==> config.mk <==
export PLATFORM = sky130hd
export DESIGN_NAME = ctl_status_irq
export DESIGN_NICKNAME = d
export VERILOG_FILES = /design/src/rtl/csi_pkg.sv /design/src/rtl/csi_event_bank.sv /design/src/rtl/csi_cmd_slot.sv /design/src/rtl/ctl_status_irq.sv
export SDC_FILE = /design/constraint.sdc
export NUM_CORES = 1
export LEC_CHECK = 0
export ABC_AREA = 1
export BUFFER_PORTS_ARGS = -buffer_cell sky130_fd_sc_hd__clkbuf_2
export CAP_MARGIN = 40
export CORE_MARGIN = 2
export CORE_UTILIZATION = 51
export CTS_CLUSTER_DIAMETER = 150
export DETAILED_ROUTE_END_ITERATION = 10
export GPL_ROUTABILITY_DRIVEN = 1
export PLACE_DENSITY = 0.83
export SLEW_MARGIN = 20
export SYNTH_ARGS = -nofsm -noshare
export SYNTH_HDL_FRONTEND = slang
export SYNTH_HIERARCHICAL = 1
export SYNTH_SLANG_ARGS = --single-unit
==> constraint.sdc <==
create_clock -name clk_i -period 3.9 [get_ports clk_i]
set_clock_uncertainty 0.15 [all_clocks]
set_input_delay 0.78 -clock clk_i [delete_from_list [all_inputs] [get_ports clk_i]]
set_output_delay 0.78 -clock clk_i [all_outputs]
set_load 0.02 [all_outputs]
==> src/rtl/csi_pkg.sv <==
package csi_pkg;
  localparam int unsigned DATA_W   = 32;
  localparam int unsigned BYTES    = DATA_W / 8;
  localparam int unsigned HW_EVT_W = 5;
  localparam int unsigned EVT_W    = HW_EVT_W + 1;
  localparam int unsigned EVT_LSB  = 10;
  localparam int unsigned SWI_IDX  = 0;

  typedef enum logic [1:0] {
    CU_IDLE   = 2'b00,
    CU_SUSP   = 2'b01,
    CU_ACTIVE = 2'b10
  } cu_state_e;

  typedef struct packed {
    logic [EVT_W-1:0] flags;
    logic [1:0]       rsvd_hi;
    logic [1:0]       cu;
    logic [3:0]       ru;
    logic [1:0]       rsvd_lo;
  } status_t;
endpackage

==> src/rtl/csi_event_bank.sv <==
module csi_event_bank #(
  parameter int unsigned N = 6
) (
  input  logic         clk_i,
  input  logic         rst_ni,
  input  logic [N-1:0] set_i,
  input  logic [N-1:0] clr_i,
  output logic [N-1:0] flags_o
);
  logic [N-1:0] flag_q;

  for (genvar i = 0; i < N; i++) begin : g_flag
    logic flag_d;
    logic flag_en;
    always_comb begin
      flag_en = set_i[i] | clr_i[i];
      flag_d  = set_i[i];
    end
    always_ff @(posedge clk_i or negedge rst_ni) begin
      if (!rst_ni)      flag_q[i] <= 1'b0;
      else if (flag_en) flag_q[i] <= flag_d;
    end
  end

  assign flags_o = flag_q;

  AST_SET_WINS: assert property (@(posedge clk_i) disable iff (!rst_ni)
    (set_i != '0) |=> ((flags_o & $past(set_i)) == $past(set_i)));
  AST_ACK_CLEARS: assert property (@(posedge clk_i) disable iff (!rst_ni)
    ((clr_i & ~set_i) != '0) |=> ((flags_o & $past(clr_i & ~set_i)) == '0));
endmodule

==> src/rtl/csi_cmd_slot.sv <==
module csi_cmd_slot #(
  parameter int unsigned OP_W  = 8,
  parameter int unsigned PTR_W = 32
) (
  input  logic             clk_i,
  input  logic             rst_ni,
  input  logic             wr_en_i,
  input  logic [OP_W-1:0]  wr_op_i,
  input  logic [PTR_W-1:0] ptr_i,
  output logic [OP_W-1:0]  pend_o,
  output logic             stb_o,
  output logic [OP_W-1:0]  op_o,
  output logic [PTR_W-1:0] ptr_o
);
  logic [OP_W-1:0]  pend_q, pend_d;
  logic             stb_q, stb_d;
  logic [OP_W-1:0]  op_q;
  logic [PTR_W-1:0] ptr_q;
  logic             issue;
  logic             pend_en;

  always_comb begin
    issue   = (pend_q != '0);
    pend_en = wr_en_i | issue;
    pend_d  = wr_en_i ? wr_op_i : '0;
    stb_d   = issue;
  end

  always_ff @(posedge clk_i or negedge rst_ni) begin
    if (!rst_ni) begin
      pend_q <= '0;
      stb_q  <= 1'b0;
    end else begin
      stb_q <= stb_d;
      if (pend_en) pend_q <= pend_d;
    end
  end

  always_ff @(posedge clk_i or negedge rst_ni) begin
    if (!rst_ni) begin
      op_q  <= '0;
      ptr_q <= '0;
    end else if (issue) begin
      op_q  <= pend_q;
      ptr_q <= ptr_i;
    end
  end

  assign pend_o = pend_q;
  assign stb_o  = stb_q;
  assign op_o   = op_q;
  assign ptr_o  = ptr_q;

  AST_CMD_ISSUE: assert property (@(posedge clk_i) disable iff (!rst_ni)
    (pend_q != '0) |=> (stb_o && (op_o == $past(pend_q))));
  AST_NO_SPURIOUS: assert property (@(posedge clk_i) disable iff (!rst_ni)
    (pend_q == '0) |=> !stb_o);
  AST_PEND_DRAINS: assert property (@(posedge clk_i) disable iff (!rst_ni)
    (!wr_en_i) |=> (pend_o == '0));
endmodule

==> src/rtl/ctl_status_irq.sv <==
module ctl_status_irq
  import csi_pkg::*;
(
  input  logic                clk_i,
  input  logic                rst_ni,
  input  logic                host_we_i,
  input  logic                host_addr_i,
  input  logic [BYTES-1:0]    host_be_i,
  input  logic [DATA_W-1:0]   host_wdata_i,
  output logic [DATA_W-1:0]   host_rdata_o,
  input  logic [HW_EVT_W-1:0] evt_i,
  input  logic [1:0]          cu_state_i,
  input  logic [3:0]          ru_state_i,
  output logic                cmd_stb_o,
  output logic [7:0]          cmd_op_o,
  output logic [DATA_W-1:0]   cmd_ptr_o,
  output logic                irq_o
);
  localparam int unsigned ACK_LANE = 1;
  localparam int unsigned CMD_LANE = 2;
  localparam int unsigned ICR_LANE = 3;

  logic [1:0] rst_sync_q;
  logic       rst_n;

  always_ff @(posedge clk_i or negedge rst_ni) begin
    if (!rst_ni) rst_sync_q <= 2'b00;
    else         rst_sync_q <= {rst_sync_q[0], 1'b1};
  end
  assign rst_n = rst_sync_q[1];

  logic ctl_wr, ptr_wr;
  assign ctl_wr = host_we_i & ~host_addr_i;
  assign ptr_wr = host_we_i &  host_addr_i;

  logic [DATA_W-1:0] ptr_q;
  for (genvar b = 0; b < BYTES; b++) begin : g_ptr_lane
    logic lane_en;
    assign lane_en = ptr_wr & host_be_i[b];
    always_ff @(posedge clk_i or negedge rst_n) begin
      if (!rst_n)       ptr_q[8*b +: 8] <= '0;
      else if (lane_en) ptr_q[8*b +: 8] <= host_wdata_i[8*b +: 8];
    end
  end

  logic mask_q, mask_d, mask_en;
  logic swi_wr;
  always_comb begin
    mask_en = ctl_wr & host_be_i[ICR_LANE];
    mask_d  = host_wdata_i[8*ICR_LANE];
    swi_wr  = mask_en & host_wdata_i[8*ICR_LANE+1];
  end
  always_ff @(posedge clk_i or negedge rst_n) begin
    if (!rst_n)       mask_q <= 1'b0;
    else if (mask_en) mask_q <= mask_d;
  end

  logic [EVT_W-1:0] evt_set, evt_clr, flags;
  always_comb begin
    evt_set          = {evt_i, 1'b0};
    evt_set[SWI_IDX] = swi_wr;
    evt_clr          = (ctl_wr & host_be_i[ACK_LANE])
                     ? host_wdata_i[EVT_LSB +: EVT_W] : '0;
  end

  csi_event_bank #(.N(EVT_W)) u_events (
    .clk_i   (clk_i),
    .rst_ni  (rst_n),
    .set_i   (evt_set),
    .clr_i   (evt_clr),
    .flags_o (flags)
  );

  logic [7:0] cmd_pend;
  csi_cmd_slot #(.OP_W(8), .PTR_W(DATA_W)) u_cmd (
    .clk_i   (clk_i),
    .rst_ni  (rst_n),
    .wr_en_i (ctl_wr & host_be_i[CMD_LANE] & (host_wdata_i[8*CMD_LANE +: 8] != 8'h00)),
    .wr_op_i (host_wdata_i[8*CMD_LANE +: 8]),
    .ptr_i   (ptr_q),
    .pend_o  (cmd_pend),
    .stb_o   (cmd_stb_o),
    .op_o    (cmd_op_o),
    .ptr_o   (cmd_ptr_o)
  );

  status_t status;
  always_comb begin
    status.flags   = flags;
    status.rsvd_hi = 2'b00;
    status.cu      = cu_state_i;
    status.ru      = ru_state_i;
    status.rsvd_lo = 2'b00;
  end

  always_comb begin
    if (host_addr_i) host_rdata_o = ptr_q;
    else             host_rdata_o = {7'b0, mask_q, cmd_pend, status};
  end

  assign irq_o = (|flags) & ~mask_q;

  logic unused_wbits;
  assign unused_wbits = ^{host_wdata_i[31:26], host_wdata_i[9:8]};

  AST_IRQ_MASKED: assert property (@(posedge clk_i) disable iff (!rst_n)
    mask_q |-> !irq_o);
  AST_SWI_SETS: assert property (@(posedge clk_i) disable iff (!rst_n)
    swi_wr |=> host_rdata_o[EVT_LSB] || host_addr_i);
endmodule

# ---- Yosys cells after proc, flatten, opt, wreduce, memory -nomap -nowiden
# Index checks and enable logic that the tools add are counted.
dict set report word_totals {
  ff_bits 90
  inputBits 51
  word_cells 43
}
dict set report op_classes {
  mux 3
  n_bitwise 21
  reduce_logical 3
}
# op n
set op_table {}
lappend op_table {{$mux W32} 1}
lappend op_table {{$reduce_bool A8 Y1} 2}
lappend op_table {{$and A1 B1 Y1} 12}
lappend op_table {{$mux W8} 1}
lappend op_table {{$or A1 B1 Y1} 7}
lappend op_table {{$mux W6} 1}
lappend op_table {{$reduce_or A6 Y1} 1}
lappend op_table {{$not A1 Y1} 2}

# ---- Depth between registers and ports, before layout
dict set report logic_depth {
  ltp_word 5
  mapped_depth 7
  depth_no_buf 6
}

# ---- Hierarchy
# The synthesis kept the hierarchy.
# module n_inst cells_each area_each_um2 seq_area_each_um2
set by_module_without_submodules {}
lappend by_module_without_submodules {csi_cmd_slot 1 204 1939.4 1226.2}
lappend by_module_without_submodules {ctl_status_irq 1 258 1776.7 875.8}
lappend by_module_without_submodules {csi_event_bank 1 30 240.2 150.1}

# ---- Worst setup path before layout
# Ideal clock, no wire load.
dict set report synth_timing {
  path_type {input to output}
  from {input port host_addr_i}
  to {output port host_rdata_o[24]}
  arrival_time_ns 1.421
  required_time_ns 2.970
  setup_slack_ns 1.549
  path_stages 2
  n_path_buf 1
  path_cell_list {buf_4 -> o21ai_0}
}
dict set report synth_between {
  elab_chain_cells 1
}
# item line_no
set synth_rtl {}
lappend synth_rtl {{start: declaration} ctl_status_irq.sv:7} ;# input logic host_addr_i,
lappend synth_rtl {{$mux W32} ctl_status_irq.sv:97} ;# if (host_addr_i) host_rdata_o = ptr_q;
lappend synth_rtl {{end: declaration} ctl_status_irq.sv:10} ;# output logic [DATA_W-1:0] host_rdata_o,
# Every way passes these cells.

# ---- Worst setup path in the final report
dict set report layout_timing {
  from {input port host_addr_i}
  to {output port host_rdata_o[12]}
}
# Same word-level chain as after synthesis.

==> results.md <==
- Register Area: 2260 sq um
- Layout fillers: 673
- Critical Path Slowest Stage Cell: inv_1
- Sink Count: 90
- Startpoint types: input pin
- GRT overflow: 0
- Synth cell types: 15
- Yosys warning count: 6
- Clock slew at reported path FFs: 0.08 ns
- Pleak: 2.97 nW
- Port bufs: 124
- Slowest cell delay on critical path: 0.55 ns
- Final number of max-transition violations: 0
- Worst EP required: around 3.0 ns
- Clock Path Buffers: 2
- ANT nets after route: 0
- Slew @ Worst Pin: between 0.7 and 0.8 ns
- Cells after Synth: 492
- Nets: 662
- Layout cells sized above 1: 26.2%
- Initial core utilization: about 52%
- Vias: between 3000 and 4000
- Global Route Usage Sum: 23.0%
- Root buffer cell: clkbuf_8
- Area of the die: 8480 sq um
- DR DRC count: 0
- Setup ws final: 1.15 ns
- Core ar.: 7610 sq um
- Post-route minimum period: 2.75 ns
- Crit-path max FO: 23
- Unrepaired setup endpoints after global routing: no
- ANT cells: 0
- Setup_tns: 0 ns
- Wirelength, routed: 9220 um
- Final Cycle Share: between 70% and 80%
- IO Count: 125
- Critical path class: in2out
- CTS tree: built
- CTS resizes: 0
- Status: finished, final reports clean
- Relative slew slack: roughly half
- Worst setup EP type: output port
- Worst-Skew Late Latency: 0.34 ns
- Setup crit end: host_rdata_o[12]
- Reg2Reg Launch Point: u_cmd/pend_o[7]$_DFFE_PN0P_
- CP arrival: roughly 1.8 ns
- Final hold slack: 0.0546 ns
- Std-Cell Rows: 32
- CP startpoint: host_addr_i
- Vias in the first global route: about 3400
- Register area share after synthesis: between 50 and 60%
- Peak VDD IR: approximately 260 uV
- Net Count, Synth: 543
- Largest net degree at the start of global routing: 54
- Total power draw: 0.00246 W
- Area of the multi-input gates: 1300 sq um
- Htree depth: 3
- R2r setup slk: 2.06 ns
- Avg Cell Area, Syn: roughly 8.0 sq um
- Most frequent cells in the layout: nand2_1, clkbuf_2, dfrtp_1, inv_1, o21ai_0
- Mapped cell area: 3960 sq um
- Commonest non-fill, non-tap cell in the layout: nand2_1
- PwrDens: 505 nW/um^2
- Register-to-Register Path Depth: 6
- Initial detailed-routing violation count: 156
- Die Wd: 92.1 um
- Cts-stage hold buffer count: 0
- Number of vias per cell: 4.83
- Die Y: about 92 um
- Final hold violation count: 0
- GPL Wtd Cong: just over 0.8
- WL/cell: between 10 and 15 um
- FF-to-FF End: u_cmd/ptr_o[2]$_DFFE_PN0P_
- HPWL after detailed placement: 6580 um
- Worst hold path class: in2async
- Total CTS buffers: 9
- Final Core Density: 64.1%
- Critical Path, Cell by Cell: clkbuf_2, inv_1, nand2_1, nand2_1, clkbuf_2
- Yosys reg bits: 90
- Area grow syn2layout: 23.2%
- Post-CTS Setup Repair Bufs: 0
- Fmax: 364 MHz
- DR pass1 iterations: 4
- Max_cap viols: 0
- Initial antenna violation count: 0
- Setup violators final: 0
- Pre-CTS setup slack: 1.15 ns
- First-pass GRT wire length: 15500 um
## Yosys cell counts
master / n / area [sq um]
nor2_1: 20 / 75.1
nand2_4: 1 / 11.3
dfrtp_1: 90 / 2250
buf_8: 1 / 15.0
conb_1: 1 / 3.75
nand2_2: 17 / 106
buf_6: 3 / 33.8
nand3_1: 8 / 40.0
clkbuf_1: 10 / 37.5
nor2_4: 1 / 11.3
buf_4: 1 / 7.51
nand2_1: 192 / 721
inv_1: 75 / 282
o21ai_0: 66 / 330
buf_2: 6 / 30.0
## power by group
part           switching (W)  total, W  internal [W]
Sequential          0.000115   0.00120       0.00109
Clock               0.000301  0.000659      0.000358
Combinational       0.000395  0.000604      0.000209
Total               0.000811   0.00246       0.00165
## logic make-up after synthesis
family | Yosys count | synth area share, %
other cells | 1 | 0.0948
buf+inv | 96 | 10.2
simple gates | 239 | 24.4
compound gates | 66 | 8.35
flops | 90 | 56.9
## worst max-delay path: cells and delay by family
family	cells	cell delay [ns]
buffers and inverters	3	0.81
and+or+nand+nor	2	0.22
## sequential cells by signal, summed over array words and instances, names as in the netlist
register          cells
ptr_q                32
u_cmd/ptr_o          32
u_cmd/op_o            8
u_cmd/pend_o          8
u_events/flags_o      6
rst_sync_q            2
mask_q                1
u_cmd/stb_o           1
## per-stage QoR
stage	area [sq um]	cells
after floorplan	3960	492
after global placement	4600	699
after detailed placement	4670	702
after CTS	4870	717
after global routing	4870	717
final	4870	717
## area by class of cell
cell class / count / area share, %
Timing Repair Buffer: 129 / 14.6
Multi-Input combinational cell: 306 / 26.6
Inverter: 75 / 5.78
Clock buffer: 12 / 2.77
Clock inverter: 3 / 1.33
Tap cell: 102 / 2.62
Sequential cell: 90 / 46.3
## worst min path at each step
stage                             from                 endpoint  depth (start not counted)
2_1_floorplan  rst_sync_q[0]$_DFF_PN0_  rst_sync_q[1]$_DFF_PN0_                          0
3_3_place_gp   rst_sync_q[0]$_DFF_PN0_  rst_sync_q[1]$_DFF_PN0_                          0
3_5_place_dp   rst_sync_q[0]$_DFF_PN0_  rst_sync_q[1]$_DFF_PN0_                          0
4_1_cts                         rst_ni  rst_sync_q[1]$_DFF_PN0_                          1
5_1_grt                         rst_ni  rst_sync_q[1]$_DFF_PN0_                          1
6_report                        rst_ni  rst_sync_q[0]$_DFF_PN0_                          1
## routing by layer
metal,up-vias,share of wire (%),global-route usage [%]
met5,-,0,0
met2,111,50,39.5
met4,0,2.5,9.20
li1,1707,-,-
met1,1622,43,29.8
met3,20,4.8,2.96
No activity file was read; power rests on OpenSTA's default activity.
